$ cat src/rtl/lfu_pkg.sv
package lfu_pkg;
  typedef enum logic [1:0] {
    ST_IDLE = 2'd0,
    ST_REQ  = 2'd1,
    ST_FILL = 2'd2,
    ST_DONE = 2'd3
  } lfu_state_e;
endpackage

$ cat src/rtl/lfu_beat_seq.sv
// Beat order generator: starts at the critical beat, wraps modulo BEATS,
// and flags the final beat of the fill (one beat in sub-block mode).
module lfu_beat_seq #(
  parameter int BEATS = 4,
  localparam int BIDX_W = $clog2(BEATS)
) (
  input  logic              clk,
  input  logic              rst_n,
  input  logic              load,
  input  logic              sub_in,
  input  logic [BIDX_W-1:0] crit_in,
  input  logic              step,
  output logic [BIDX_W-1:0] beat_idx,
  output logic              last_beat
);
  localparam logic [BIDX_W-1:0] TOP_IDX = BIDX_W'(BEATS - 1);

  logic [BIDX_W-1:0] ptr_q;
  logic [BIDX_W-1:0] cnt_q;
  logic              sub_q;

  always_ff @(posedge clk or negedge rst_n) begin
    if (!rst_n) begin
      ptr_q <= '0;
      cnt_q <= '0;
      sub_q <= 1'b0;
    end else if (load) begin
      ptr_q <= crit_in;
      cnt_q <= '0;
      sub_q <= sub_in;
    end else if (step) begin
      ptr_q <= (ptr_q == TOP_IDX) ? '0 : ptr_q + 1'b1;
      cnt_q <= cnt_q + 1'b1;
    end
  end

  assign beat_idx  = ptr_q;
  assign last_beat = sub_q || (cnt_q == TOP_IDX);
endmodule

$ cat src/rtl/lfu_line_store.sv
// Line buffer: one register and one valid flag per beat, plus a word read port.
module lfu_line_store #(
  parameter int WORD_W = 32,
  parameter int WPB    = 2,
  parameter int BEATS  = 4,
  localparam int BEAT_W = WORD_W * WPB,
  localparam int LINE_W = BEAT_W * BEATS,
  localparam int BIDX_W = $clog2(BEATS),
  localparam int SUB_W  = $clog2(WPB),
  localparam int WOFF_W = BIDX_W + SUB_W
) (
  input  logic              clk,
  input  logic              rst_n,
  input  logic              clr,
  input  logic              wr_en,
  input  logic [BIDX_W-1:0] wr_idx,
  input  logic [BEAT_W-1:0] wr_data,
  input  logic [WOFF_W-1:0] rd_word,
  output logic [WORD_W-1:0] rd_data,
  output logic              rd_ok,
  output logic [BEATS-1:0]  vld,
  output logic [LINE_W-1:0] line_flat
);
  for (genvar b = 0; b < BEATS; b++) begin : g_beat
    logic [BEAT_W-1:0] data_q;
    logic              ok_q;
    logic              hit_w;

    assign hit_w = wr_en && (wr_idx == BIDX_W'(b));

    always_ff @(posedge clk) begin
      if (hit_w) data_q <= wr_data;
    end

    always_ff @(posedge clk or negedge rst_n) begin
      if (!rst_n)     ok_q <= 1'b0;
      else if (clr)   ok_q <= 1'b0;
      else if (hit_w) ok_q <= 1'b1;
    end

    assign vld[b] = ok_q;
    assign line_flat[b*BEAT_W +: BEAT_W] = data_q;
  end

  logic [BIDX_W-1:0] rd_beat;
  logic [SUB_W-1:0]  rd_sub;
  logic [BEAT_W-1:0] rd_row;

  assign rd_beat = rd_word[WOFF_W-1:SUB_W];
  assign rd_sub  = rd_word[SUB_W-1:0];
  assign rd_row  = line_flat[int'(rd_beat)*BEAT_W +: BEAT_W];
  assign rd_data = rd_row[int'(rd_sub)*WORD_W +: WORD_W];
  assign rd_ok   = vld[rd_beat];
endmodule

$ cat src/rtl/lfu_line_fill.sv
// Miss fill controller with critical-word-first order and early response.
module lfu_line_fill
  import lfu_pkg::*;
#(
  parameter int ADDR_W = 26,
  parameter int WORD_W = 32,
  parameter int WPB    = 2,
  parameter int BEATS  = 4,
  localparam int BEAT_W = WORD_W * WPB,
  localparam int LINE_W = BEAT_W * BEATS,
  localparam int BIDX_W = $clog2(BEATS),
  localparam int SUB_W  = $clog2(WPB),
  localparam int WOFF_W = BIDX_W + SUB_W
) (
  input  logic              clk,
  input  logic              rst_n,
  input  logic              sub_blk_en,
  input  logic              miss_valid,
  output logic              miss_ready,
  input  logic [ADDR_W-1:0] miss_line_addr,
  input  logic [WOFF_W-1:0] miss_word,
  output logic              mem_req_valid,
  input  logic              mem_req_ready,
  output logic [ADDR_W-1:0] mem_req_line_addr,
  output logic [BIDX_W-1:0] mem_req_beat,
  input  logic              mem_rsp_valid,
  output logic              mem_rsp_ready,
  input  logic [BEAT_W-1:0] mem_rsp_data,
  output logic              cpu_rsp_valid,
  output logic [WORD_W-1:0] cpu_rsp_data,
  output logic [BEATS-1:0]  beat_vld,
  output logic [LINE_W-1:0] line_data,
  output logic              fill_done,
  input  logic [ADDR_W-1:0] lk_line_addr,
  input  logic [WOFF_W-1:0] lk_word,
  output logic              lk_hit,
  output logic [WORD_W-1:0] lk_data
);
  lfu_state_e st_q, st_d;

  logic              take_miss;
  logic              rsp_hs;
  logic              crit_hs;
  logic [ADDR_W-1:0] addr_q;
  logic [WOFF_W-1:0] woff_q;
  logic              live_q;
  logic              rsp_v_q;
  logic [WORD_W-1:0] rsp_d_q;
  logic [BIDX_W-1:0] cur_beat;
  logic              last_beat;
  logic              rd_ok;

  assign take_miss = (st_q == ST_IDLE) && miss_valid;
  assign rsp_hs    = (st_q == ST_FILL) && mem_rsp_valid;
  assign crit_hs   = rsp_hs && (cur_beat == woff_q[WOFF_W-1:SUB_W]);

  always_comb begin
    st_d = st_q;
    unique case (st_q)
      ST_IDLE: if (miss_valid)    st_d = ST_REQ;
      ST_REQ:  if (mem_req_ready) st_d = ST_FILL;
      ST_FILL: if (mem_rsp_valid) st_d = last_beat ? ST_DONE : ST_REQ;
      ST_DONE:                    st_d = ST_IDLE;
      default:                    st_d = ST_IDLE;
    endcase
  end

  always_ff @(posedge clk or negedge rst_n) begin
    if (!rst_n) begin
      st_q    <= ST_IDLE;
      addr_q  <= '0;
      woff_q  <= '0;
      live_q  <= 1'b0;
      rsp_v_q <= 1'b0;
      rsp_d_q <= '0;
    end else begin
      st_q    <= st_d;
      rsp_v_q <= crit_hs;
      if (take_miss) begin
        addr_q <= miss_line_addr;
        woff_q <= miss_word;
        live_q <= 1'b1;
      end
      if (crit_hs) begin
        rsp_d_q <= mem_rsp_data[int'(woff_q[SUB_W-1:0])*WORD_W +: WORD_W];
      end
    end
  end

  lfu_beat_seq #(.BEATS(BEATS)) seq_i (
    .clk       (clk),
    .rst_n     (rst_n),
    .load      (take_miss),
    .sub_in    (sub_blk_en),
    .crit_in   (miss_word[WOFF_W-1:SUB_W]),
    .step      (rsp_hs),
    .beat_idx  (cur_beat),
    .last_beat (last_beat)
  );

  lfu_line_store #(.WORD_W(WORD_W), .WPB(WPB), .BEATS(BEATS)) store_i (
    .clk       (clk),
    .rst_n     (rst_n),
    .clr       (take_miss),
    .wr_en     (rsp_hs),
    .wr_idx    (cur_beat),
    .wr_data   (mem_rsp_data),
    .rd_word   (lk_word),
    .rd_data   (lk_data),
    .rd_ok     (rd_ok),
    .vld       (beat_vld),
    .line_flat (line_data)
  );

  assign miss_ready        = (st_q == ST_IDLE);
  assign mem_req_valid     = (st_q == ST_REQ);
  assign mem_req_line_addr = addr_q;
  assign mem_req_beat      = cur_beat;
  assign mem_rsp_ready     = (st_q == ST_FILL);
  assign fill_done         = (st_q == ST_DONE);
  assign cpu_rsp_valid     = rsp_v_q;
  assign cpu_rsp_data      = rsp_d_q;
  assign lk_hit            = live_q && (lk_line_addr == addr_q) && rd_ok;
endmodule

$ cat config.mk
export PLATFORM = sky130hd
export DESIGN_NAME = lfu_line_fill
export DESIGN_NICKNAME = d
export VERILOG_FILES = /design/src/rtl/lfu_pkg.sv /design/src/rtl/lfu_beat_seq.sv /design/src/rtl/lfu_line_store.sv /design/src/rtl/lfu_line_fill.sv
export SDC_FILE = /design/constraint.sdc
export NUM_CORES = 1
export LEC_CHECK = 0
export BUFFER_PORTS_ARGS = -buffer_cell sky130_fd_sc_hd__buf_2
export CORE_AREA = 2 2 191 193
export CTS_CLUSTER_DIAMETER = 150
export DETAILED_ROUTE_END_ITERATION = 7
export DIE_AREA = 0 0 193 195
export PLACE_DENSITY = 0.7
export SLEW_MARGIN = 10
export SYNTH_ARGS = -nofsm -noshare
export SYNTH_HDL_FRONTEND = slang
export SYNTH_HIERARCHICAL = 1
export SYNTH_SLANG_ARGS = --single-unit
export TNS_END_PERCENT = 1
$ cat constraint.sdc
create_clock -name clk -period 9.9 [get_ports clk]
set_input_delay 0.495 -clock clk [delete_from_list [all_inputs] [get_ports clk]]
set_output_delay 0.495 -clock clk [all_outputs]
set_load 0.05 [all_outputs]
# Yosys cells after proc, flatten, opt, wreduce, memory -nomap -nowiden
# Cells that the tools add are included.
totals:
  regBits: 330
  latchBits: 0
  ramBits: 0
  rom_bits: 0
  output_inout_bits: 358
  word_cells: 73
  mem_count: 0
classes:
  add_sub_neg: 2
  multipliers: 0
  n_div: 0
  n_lt_le_gt_ge: 1
  n_eq_ne: 12
  shift: 3
  muxes: 20
  n_bitwise: 0
  n_reduce_logical: 18
ops:
  columns: ["cell", "count"]
  rows:
  - ["$shiftx A256 B9 Y64", 1]
  - ["$shiftx A64 B7 Y32", 2]
  - ["$eq A26 B26 Y1", 1]
  - ["$mux W2", 9]
  - ["$eq A2 B2 Y1 const B", 5]
  - ["$reduce_bool A2 Y1", 5]
  - ["$logic_and A1 B1 Y1", 9]
  - ["$mux W1", 9]
  - ["$pmux W2 S4", 1]
  - ["$add A2 B1 Y2 const B", 2]
  - ["$eq A2 B1 Y1 const B", 2]
  - ["$logic_not A2 Y1", 2]
  - ["$ne A2 B2 Y1 const B", 2]
  - ["$lt A2 B3 Y1 const B", 1]
  - ["$reduce_and A3 Y1", 1]
  - ["$bmux W1 S2", 1]
  - ["$eq A2 B2 Y1", 1]
  - ["$ne A2 B1 Y1 const B", 1]
  - ["$logic_or A1 B1 Y1", 1]

# Logic depth before layout (Yosys ltp)
# Gate-level depths: netlist (run 1).
depth:
  ltp_word: 5
  mapped_depth: 6

# Cells and area by module
# The synthesis (run 1) kept the hierarchy.
modules_own_cells:
  columns: ["mod", "n_inst", "cells_per_inst", "area_each_um2", "seq_area_each_um2"]
  rows:
  - ["lfu_line_store", 1, 390, 9935.8, 7787.5]
  - ["lfu_line_fill", 1, 257, 3208.1, 1626.6]
  - ["lfu_beat_seq", 1, 20, 241.5, 125.1]

# Worst setup path before layout (run 1)
# OpenSTA, ideal clock, no wires.
synth_path:
  path_kind: "register -> register"
  start: "register st_q[0]"
  end: "register store_i.g_beat[0].data_q[0] (enable)"
  t_arrival_ns: 5.870
  required_ns: 9.319
  path_slack_ns: 3.449
  stages_incl_launch_ff: 4
  path_buffers: 0
  period_less_slack_ns: 6.451
  path_cell_list: "dfrtp_1 and2b_4 and2_1 nor3b_1"
synth_via:
  elab_chain_cells: 3
synth_rtl:
  columns: ["element", "line_no", "rtl"]
  rows:
  - ["start, declared", "lfu_line_fill.sv:39", "lfu_state_e st_q, st_d;"]
  - ["start signal, assigned", "lfu_line_fill.sv:77", "st_q <= st_d;"]
  - ["$eq A2 B2 Y1", null, null]
  - ["named net mem_rsp_ready", "lfu_line_fill.sv:27", "output logic mem_rsp_ready,"]
  - ["$logic_and A1 B1 Y1", "lfu_line_fill.sv:54", "assign rsp_hs = (st_q == ST_FILL) && mem_rsp_valid;"]
  - ["named net rsp_hs", "lfu_line_fill.sv:42", "logic rsp_hs;"]
  - ["$logic_and A1 B1 Y1", "lfu_line_store.sv:29", "assign hit_w = wr_en && (wr_idx == BIDX_W'(b));"]
  - ["named net store_i.g_beat[0].hit_w", "lfu_line_store.sv:27", "logic hit_w;"]
  - ["end signal, assigned", "lfu_line_store.sv:32", "if (hit_w) data_q <= wr_data;"]
  - ["end, declared", "lfu_line_store.sv:25", "logic [BEAT_W-1:0] data_q;"]
# The timed path passes the listed nets, and every way through them passes these cells.
# A chain may end at the register's enable or synchronous reset.

# Worst setup path after layout (run 1)
layout_path:
  start: "input port lk_word[1]"
  end: "output port lk_data[9]"
layout_via:
  elab_chain_cells: 2
layout_rtl:
  columns: ["element", "line_no", "rtl"]
  rows:
  - ["start, declared", "lfu_line_fill.sv:35", "input logic [WOFF_W-1:0] lk_word,"]
  - ["$shiftx A256 B9 Y64", "lfu_line_store.sv:51", "assign rd_row = line_flat[int'(rd_beat)*BEAT_W +: BEAT_W];"]
  - ["$shiftx A64 B7 Y32", "lfu_line_store.sv:52", "assign rd_data = rd_row[int'(rd_sub)*WORD_W +: WORD_W];"]
  - ["end, declared", "lfu_line_fill.sv:37", "output logic [WORD_W-1:0] lk_data"]
# Every way passes these cells.

==> out/results.ini, run 1 <==
[sta]
relSlewSlack_pct=28.1
fmax_mhz=297
tightest_slew_ns=1.08
clock_skew_ns=0.0146
slew_viol_final=0
period_needed_ns=3.37
setup_ws_ns=6.53
rsz0062_at_grt=false
finalSetupTns_ns=0
setup_viol=0
whs_ns=0.218
hold_viol_final=0
fin_crit_sh_pct=34.1

[placement]
dpl_cell_area_um2=16200
dp_cells=1587
gp_congestion=0.823
port_buffers=485
hpwl_um=27200
pre_cts_slack_ns=6.46

[power]
pwr-share-comb_pct=32.2
power_leakage_nw=7.15
seq_power_share_pct=40.3
finalPower_mw=4.60
p_per_area_nw_per_um2=266
p_sw_share_pct=37.3
clockPowerShare_pct=27.5
internal_power_mw=2.89
p_sw_mw=1.71
ir_drop_v=0.000256

[global_route]
antenna_found_initial=7
grt_use_total_pct=19.4
grt_pass1_wl_um=53800
grt_pass1_vias=8606
grt_max_degree=66
gr-total-overflow=0

[yosys]
yosysWarnings=6
synth_nets=797
ys_seq_elements=330
synth_top_area_cell=edfxtp_1
synth_common_cells=edfxtp_1, dfrtp_1, mux4_2, mux2i_1
seq_area_frac_synth_pct=71.3
synth_edf_count=256
synth_cell_types=44
synth_top_cell_area_share_pct=57.4
synth_area_um2=13400
synth.avg_cell_area_um2=20.1
synthesis.instances=667
synth_ff_type=edfxtp_1
yosys.cell_count.top_type=edfxtp_1
synth_area_leaders=edfxtp_1, dfrtp_1, mux4_2
ys_async_sr_fraction_pct=22.4

[min_path]
hold_start=sub_blk_en
hold_path.class=in -> reg
hold_path_depth=2
whs_endpoint=seq_i/sub_q$_DFFE_PN0P_

[setup_path]
r2r_slack_ns=7.10
cp-start-kind=input pin
crit_fanout=41
critical_path_class=in -> out
setup.worst_path.end_class=output pin
critPathArrivalTime_ns=2.88
r2r_end=store_i/g_beat[0].data_q[10]$_DFFE_PP_
r2r_cells=5
r2r_start=st_q[0]$_DFFE_PN0P_
critPathRequiredTime_ns=9.41

[clocking]
cts_setup_buffers=0
cts_tree=done
cts_buffers=34
root_buffer=clkbuf_16
clk_pin_slew_ns=0.07
cts_max_level=2
cts_buffer_depth=3
cts_hold_buf=1
worstSkewPairLatency_ns=0.50
cts_sinks=330
cts_resized=0

[layout]
finalInstanceArea_um2=17300
drive_above_1_share_pct=55.7
n_fill_cell=2996
syn_to_final_growth_pct=29.3
layout.cells.non_filler=1654
final_util_pct=48.9
nNetsFinal=1293

[floorplanning]
fp.dieW_um=193
row_count=69
fp.dieArea_um2=37600
boundaryPins=486
core_um2=35400
fp.dieH_um=195
start_util_pct=37.8

[route]
num_vias=8332
wl_um=37900
viasPerCell=5.04
drtIter0Drc=429
antenna_left=0
wire_per_inst_um=22.9
first_pass_iters=5
drc=0

[flow_run]
maxCapViolations=0

[run_status]
run_status=complete, no violations

-- logic make-up (layout without fill, tap and decap cells) --
kind of cell    count (synthesis)  in the layout  synth area share, %
simple gates                   64             64                 2.39
mux                           162            162                 20.1
compound gates                 40             40                 1.64
xor+xnor                       29             29                 1.90
flops                         330            330                 71.3
fa+ha+maj                       2              2                0.187
other cells                     0              5                    0
buf+inv                        40            561                 2.51
-- final cells by class --
| class | count | area (µm²) | share of cell area (%) |
|---|---|---|---|
| sequential | 330 | 9540 | 55.1 |
| multi-input combinational | 297 | 3520 | 20.4 |
| timing repair buffer | 497 | 2520 | 14.6 |
| clock buffer | 43 | 937 | 5.42 |
| tap | 461 | 577 | 3.33 |
| clock inverter | 18 | 176 | 1.02 |
| inverter | 3 | 12.5 | 0.0723 |
| antenna | 5 | 12.5 | 0.0723 |
-- state kept, by name, summed over array words and instances (netlist names) --
signal / count
cpu_rsp_data: 32
cpu_rsp_valid: 1
live_q: 1
mem_req_line_addr: 26
seq_i/beat_idx: 2
seq_i/cnt_q: 2
seq_i/sub_q: 1
st_q: 2
store_i/g_beat.data_q: 256
store_i/g_beat.ok_q: 4
woff_q: 3
-- worst max-delay path by stage --
stage | start | end | slack, ns | cells after the start
6_report | lk_word[1] | lk_data[9] | 6.53 | 5
5_1_grt | lk_word[1] | lk_data[9] | 6.37 | 5
4_1_cts | lk_word[1] | lk_data[9] | 6.46 | 5
3_5_place_dp | lk_word[1] | lk_data[9] | 6.46 | 5
3_3_place_gp | lk_word[1] | lk_data[9] | 6.53 | 5
2_1_floorplan | st_q[0]$_DFFE_PN0P_ | store_i/g_beat[0].data_q[0]$_DFFE_PP_ | 3.45 | 3
-- power groups by stage --
stage          logic [mW]  clock network [mW]  registers, mW
2_1_floorplan       0.589                   0           2.41
3_3_place_gp         1.48                   0           1.87
3_5_place_dp         1.50                   0           1.88
4_1_cts              1.50                1.30           1.86
5_1_grt              1.55                1.35           1.88
6_report             1.48                1.26           1.85
-- layer usage --
| layer | share of wire, % | vias to the layer above | wire, µm | track usage, % |
|---|---|---|---|---|
| li1 | - | 3650 | - | - |
| met4 | 3.2 | 0 | 1220 | 7.07 |
| met1 | 37 | 4156 | 14000 | 22.6 |
| met2 | 51 | 451 | 19300 | 34.4 |
| met5 | 0 | - | 0 | 0 |
| met3 | 8.9 | 75 | 3360 | 4.76 |
-- placed cells by master (no fill, tap or decap), drive strengths merged, types with 2 or more instances in the layout --
master / netlist / final
clkinv: 0 / 11
nor2: 5 / 5
xnor2: 11 / 11
and2: 3 / 3
o21ba: 2 / 2
ha: 2 / 2
mux2i: 35 / 35
mux4: 65 / 65
nand4: 4 / 4
buf: 30 / 496
or2: 2 / 2
nand2b: 3 / 3
and2b: 2 / 2
dfrtp: 74 / 74
nand2: 33 / 33
o21ai: 34 / 34
edfxtp: 256 / 256
mux2: 62 / 62
nor3b: 2 / 2
clkbuf: 7 / 43
diode: 0 / 5
nor4: 5 / 5
xor2: 18 / 18
inv: 3 / 6
bufinv: 0 / 3
-- worst max-delay path, stage by stage --
cell and delay (ns):
buf_4 0.44, buf_4 0.68, mux4_1 0.64, mux2_2 0.32, buf_2 0.22
Note: power is estimated with default switching activity, not from simulation.
==> inputs of run 2 (changes only) <==
--- a/config.mk
+++ b/config.mk
@@ -6,11 +6,11 @@
 export NUM_CORES = 1
 export LEC_CHECK = 0
 export BUFFER_PORTS_ARGS = -buffer_cell sky130_fd_sc_hd__buf_2
-export CORE_AREA = 2 2 191 193
+export CORE_AREA = 2 2 188 190
 export CTS_CLUSTER_DIAMETER = 150
 export DETAILED_ROUTE_END_ITERATION = 7
-export DIE_AREA = 0 0 193 195
-export PLACE_DENSITY = 0.7
+export DIE_AREA = 0 0 190 192
+export PLACE_DENSITY = 0.71
 export SLEW_MARGIN = 10
 export SYNTH_ARGS = -nofsm -noshare
 export SYNTH_HDL_FRONTEND = slang
==> constraint.sdc (replaced) <==
create_clock -name clk -period 3.3 [get_ports clk]
set_input_delay 0.165 -clock clk [delete_from_list [all_inputs] [get_ports clk]]
set_output_delay 0.165 -clock clk [all_outputs]
set_load 0.05 [all_outputs]
==> run 2 against run 1 <==
Utilization increased by 4.8 points. Critical path type is now reg -> out. Hold slack got worse by 0.19 ns. Final cell count increased by 5.6%. Critical path depth unchanged. Die area decreased by 3.1%. Worst setup slack got worse by 5.8 ns. Sequential share of layout area decreased by 3.3 points. First-iteration DRC count increased by 28%. Via count increased by 4.9%. Count of clock-buffer cells in the layout increased by 6.
==> out/results.ini, run 2 (same netlist as run 1, synthesis figures left out) <==
[floorplanning]
row_count=68  ; -1.4%
core_um2=34300  ; -3.1%
start_util_pct=39.0  ; +1.2 points
fp.dieH_um=192  ; -1.5%
boundaryPins=486  ; unchanged
fp.dieW_um=190  ; -1.6%
fp.dieArea_um2=36500  ; -3.1%

[setup_path]
critPathRequiredTime_ns=3.13  ; -6.28 ns
r2r_slack_ns=0.85  ; -6.25 ns
r2r_end=store_i/g_beat[1].data_q[43]$_DFFE_PP_
r2r_start=st_q[0]$_DFFE_PN0P_
critical_path_class=reg -> out
crit_fanout=3  ; -93%
critPathArrivalTime_ns=2.45  ; -0.43 ns
r2r_cells=4  ; -1
cp-start-kind=flip-flop
setup.worst_path.end_class=output pin

[sta]
finalSetupTns_ns=0  ; unchanged
fmax_mhz=382
slew_viol_final=0  ; unchanged
hold_viol_final=0  ; unchanged
clock_skew_ns=0.0150  ; +0.000452 ns
rsz0062_at_grt=false
setup_ws_ns=0.684  ; -5.84 ns
whs_ns=0.0315  ; -0.187 ns
tightest_slew_ns=1.13  ; +0.0463 ns
period_needed_ns=2.62
relSlewSlack_pct=25.0  ; -3.1 points
setup_viol=0  ; unchanged
fin_crit_sh_pct=79.3

[layout]
layout.cells.non_filler=1747  ; +5.6%
final_cell_mix=buf_2, edfxtp_1, dlygate4sd3_1, dfrtp_1, mux4_2
final_common_cell=buf_2
largest_reg_flops=256  ; unchanged
nNetsFinal=1393  ; +7.7%
syn_to_final_growth_pct=37.6
regMostFlops=store_i/g_beat.data_q
drive_above_1_share_pct=51.8  ; -3.9 points

[route]
viasPerCell=5.00  ; -0.66%
antenna_left=0  ; unchanged
num_vias=8742  ; +4.9%
drtIter0Drc=550  ; +28%
wl_um=38500  ; +1.7%
wire_per_inst_um=22.1  ; -3.7%
first_pass_iters=5  ; unchanged
drc=0  ; unchanged

[run_status]
run_status=complete, no violations

[power]
power_leakage_nw=7.61  ; +6.5%
ir_drop_v=0.000940  ; +270%
clockPowerShare_pct=28.2  ; +0.7 points
p_sw_mw=5.21  ; +200%
finalPower_mw=14.1  ; +210%
p_per_area_nw_per_um2=766  ; +190%
p_sw_share_pct=36.9  ; -0.31 points
internal_power_mw=8.90  ; +210%
seq_power_share_pct=39.9  ; -0.4 points
pwr-share-comb_pct=32.0  ; -0.2 points

[placement]
gp_congestion=0.791  ; -3.8%
pre_cts_slack_ns=0.893  ; -5.56 ns
port_buffers=485  ; unchanged
hpwl_um=27000  ; -0.74%
dp_cells=1583  ; -0.25%

[global_route]
antenna_found_initial=2  ; -5
grt_use_total_pct=20.5  ; +1.1 points
gr-total-overflow=0  ; unchanged
grt_pass1_vias=8983  ; +4.4%
grt_max_degree=75  ; +14%
grt_pass1_wl_um=55600  ; +3.5%

[clocking]
worstSkewPairLatency_ns=0.51  ; about the same
cts_buffers=35  ; +2.9%
cts_tree=done
clk_pin_slew_ns=0.06  ; about the same
cts_resized=0  ; unchanged
cts_buffer_depth=3  ; unchanged
cts_max_level=2  ; unchanged
cts_sinks=330  ; unchanged
root_buffer=clkbuf_16

[min_path]
hold_path.class=in -> reg
whs_endpoint=st_q[0]$_DFFE_PN0P_
hold_path_depth=3  ; +1
hold_start=mem_rsp_valid

[flow_run]
maxCapViolations=0  ; unchanged

-- run 2: critical path: stages, from the launching register on --
cell and delay, ns:
dfrtp_1 0.42, xor2_1 0.17, nor4_1 0.62, nand4_1 0.15
nor4_1 0.28, buf_2 0.30
-- run 2: per-layer routing --
| metal | vias to the layer above | global-route usage (%) | part of all wire [%] |
|---|---|---|---|
| met4 | 0 | 6.17 | 2.5 |
| met2 | 464 | 37.3 | 52 |
| met5 | - | 0 | 0 |
| li1 | 3853 | - | - |
| met1 | 4360 | 24.0 | 37 |
| met3 | 65 | 4.84 | 7.7 |
-- run 2: final cells by class --
cell class                 instances  area [µm²]
fill                            2732       15900
sequential                       330        9540
timing repair buffer             596        3570
multi-input combinational        297        3530
clock buffer                      49         980
tap                              455         569
clock inverter                    15         204
inverter                           3        12.5
antenna                            2        5.00
-- run 2: power groups by stage --
stage | logic [mW] | registers (mW) | clock network (mW)
3_3_place_gp | 4.38 | 5.67 | 0
4_1_cts | 4.53 | 5.63 | 4.08
5_1_grt | 4.72 | 5.70 | 4.24
3_5_place_dp | 4.43 | 5.68 | 0
2_1_floorplan | 1.77 | 7.23 | 0
6_report | 4.51 | 5.62 | 3.98
-- run 2: through the flow --
stage          instance area [µm²]  utilization, %
4_1_cts                      18400            53.7
2_1_floorplan                13400               -
3_3_place_gp                 16200            47.4
5_1_grt                      18400            53.7
6_report                     18400            53.7
3_5_place_dp                 16200            47.4
-- run 2: repair_timing --
action / in CTS / in global routing
hold endpoints to repair: 381 / 0
setup buffers: 0 / 0
setup endpoints to repair: 0 / 0
hold buffers: 98 / 0
-- run 2: worst max path at each step --
stage                                                  from                                     end  slack, ns  cells past startpoint
after detailed placement                st_q[0]$_DFFE_PN0P_   store_i/g_beat[1].data_q[7]$_DFFE_PP_       0.89                      4
after global routing       mem_req_line_addr[5]$_DFFE_PN0P_                                  lk_hit       0.64                      5
after global placement                  st_q[0]$_DFFE_PN0P_  store_i/g_beat[1].data_q[35]$_DFFE_PP_       0.96                      4
after CTS                 mem_req_line_addr[18]$_DFFE_PN0P_                                  lk_hit       0.67                      5
after floorplan                         st_q[0]$_DFFE_PN0P_   store_i/g_beat[0].data_q[0]$_DFFE_PP_       0.04                      3
final                     mem_req_line_addr[18]$_DFFE_PN0P_                                  lk_hit       0.68                      5
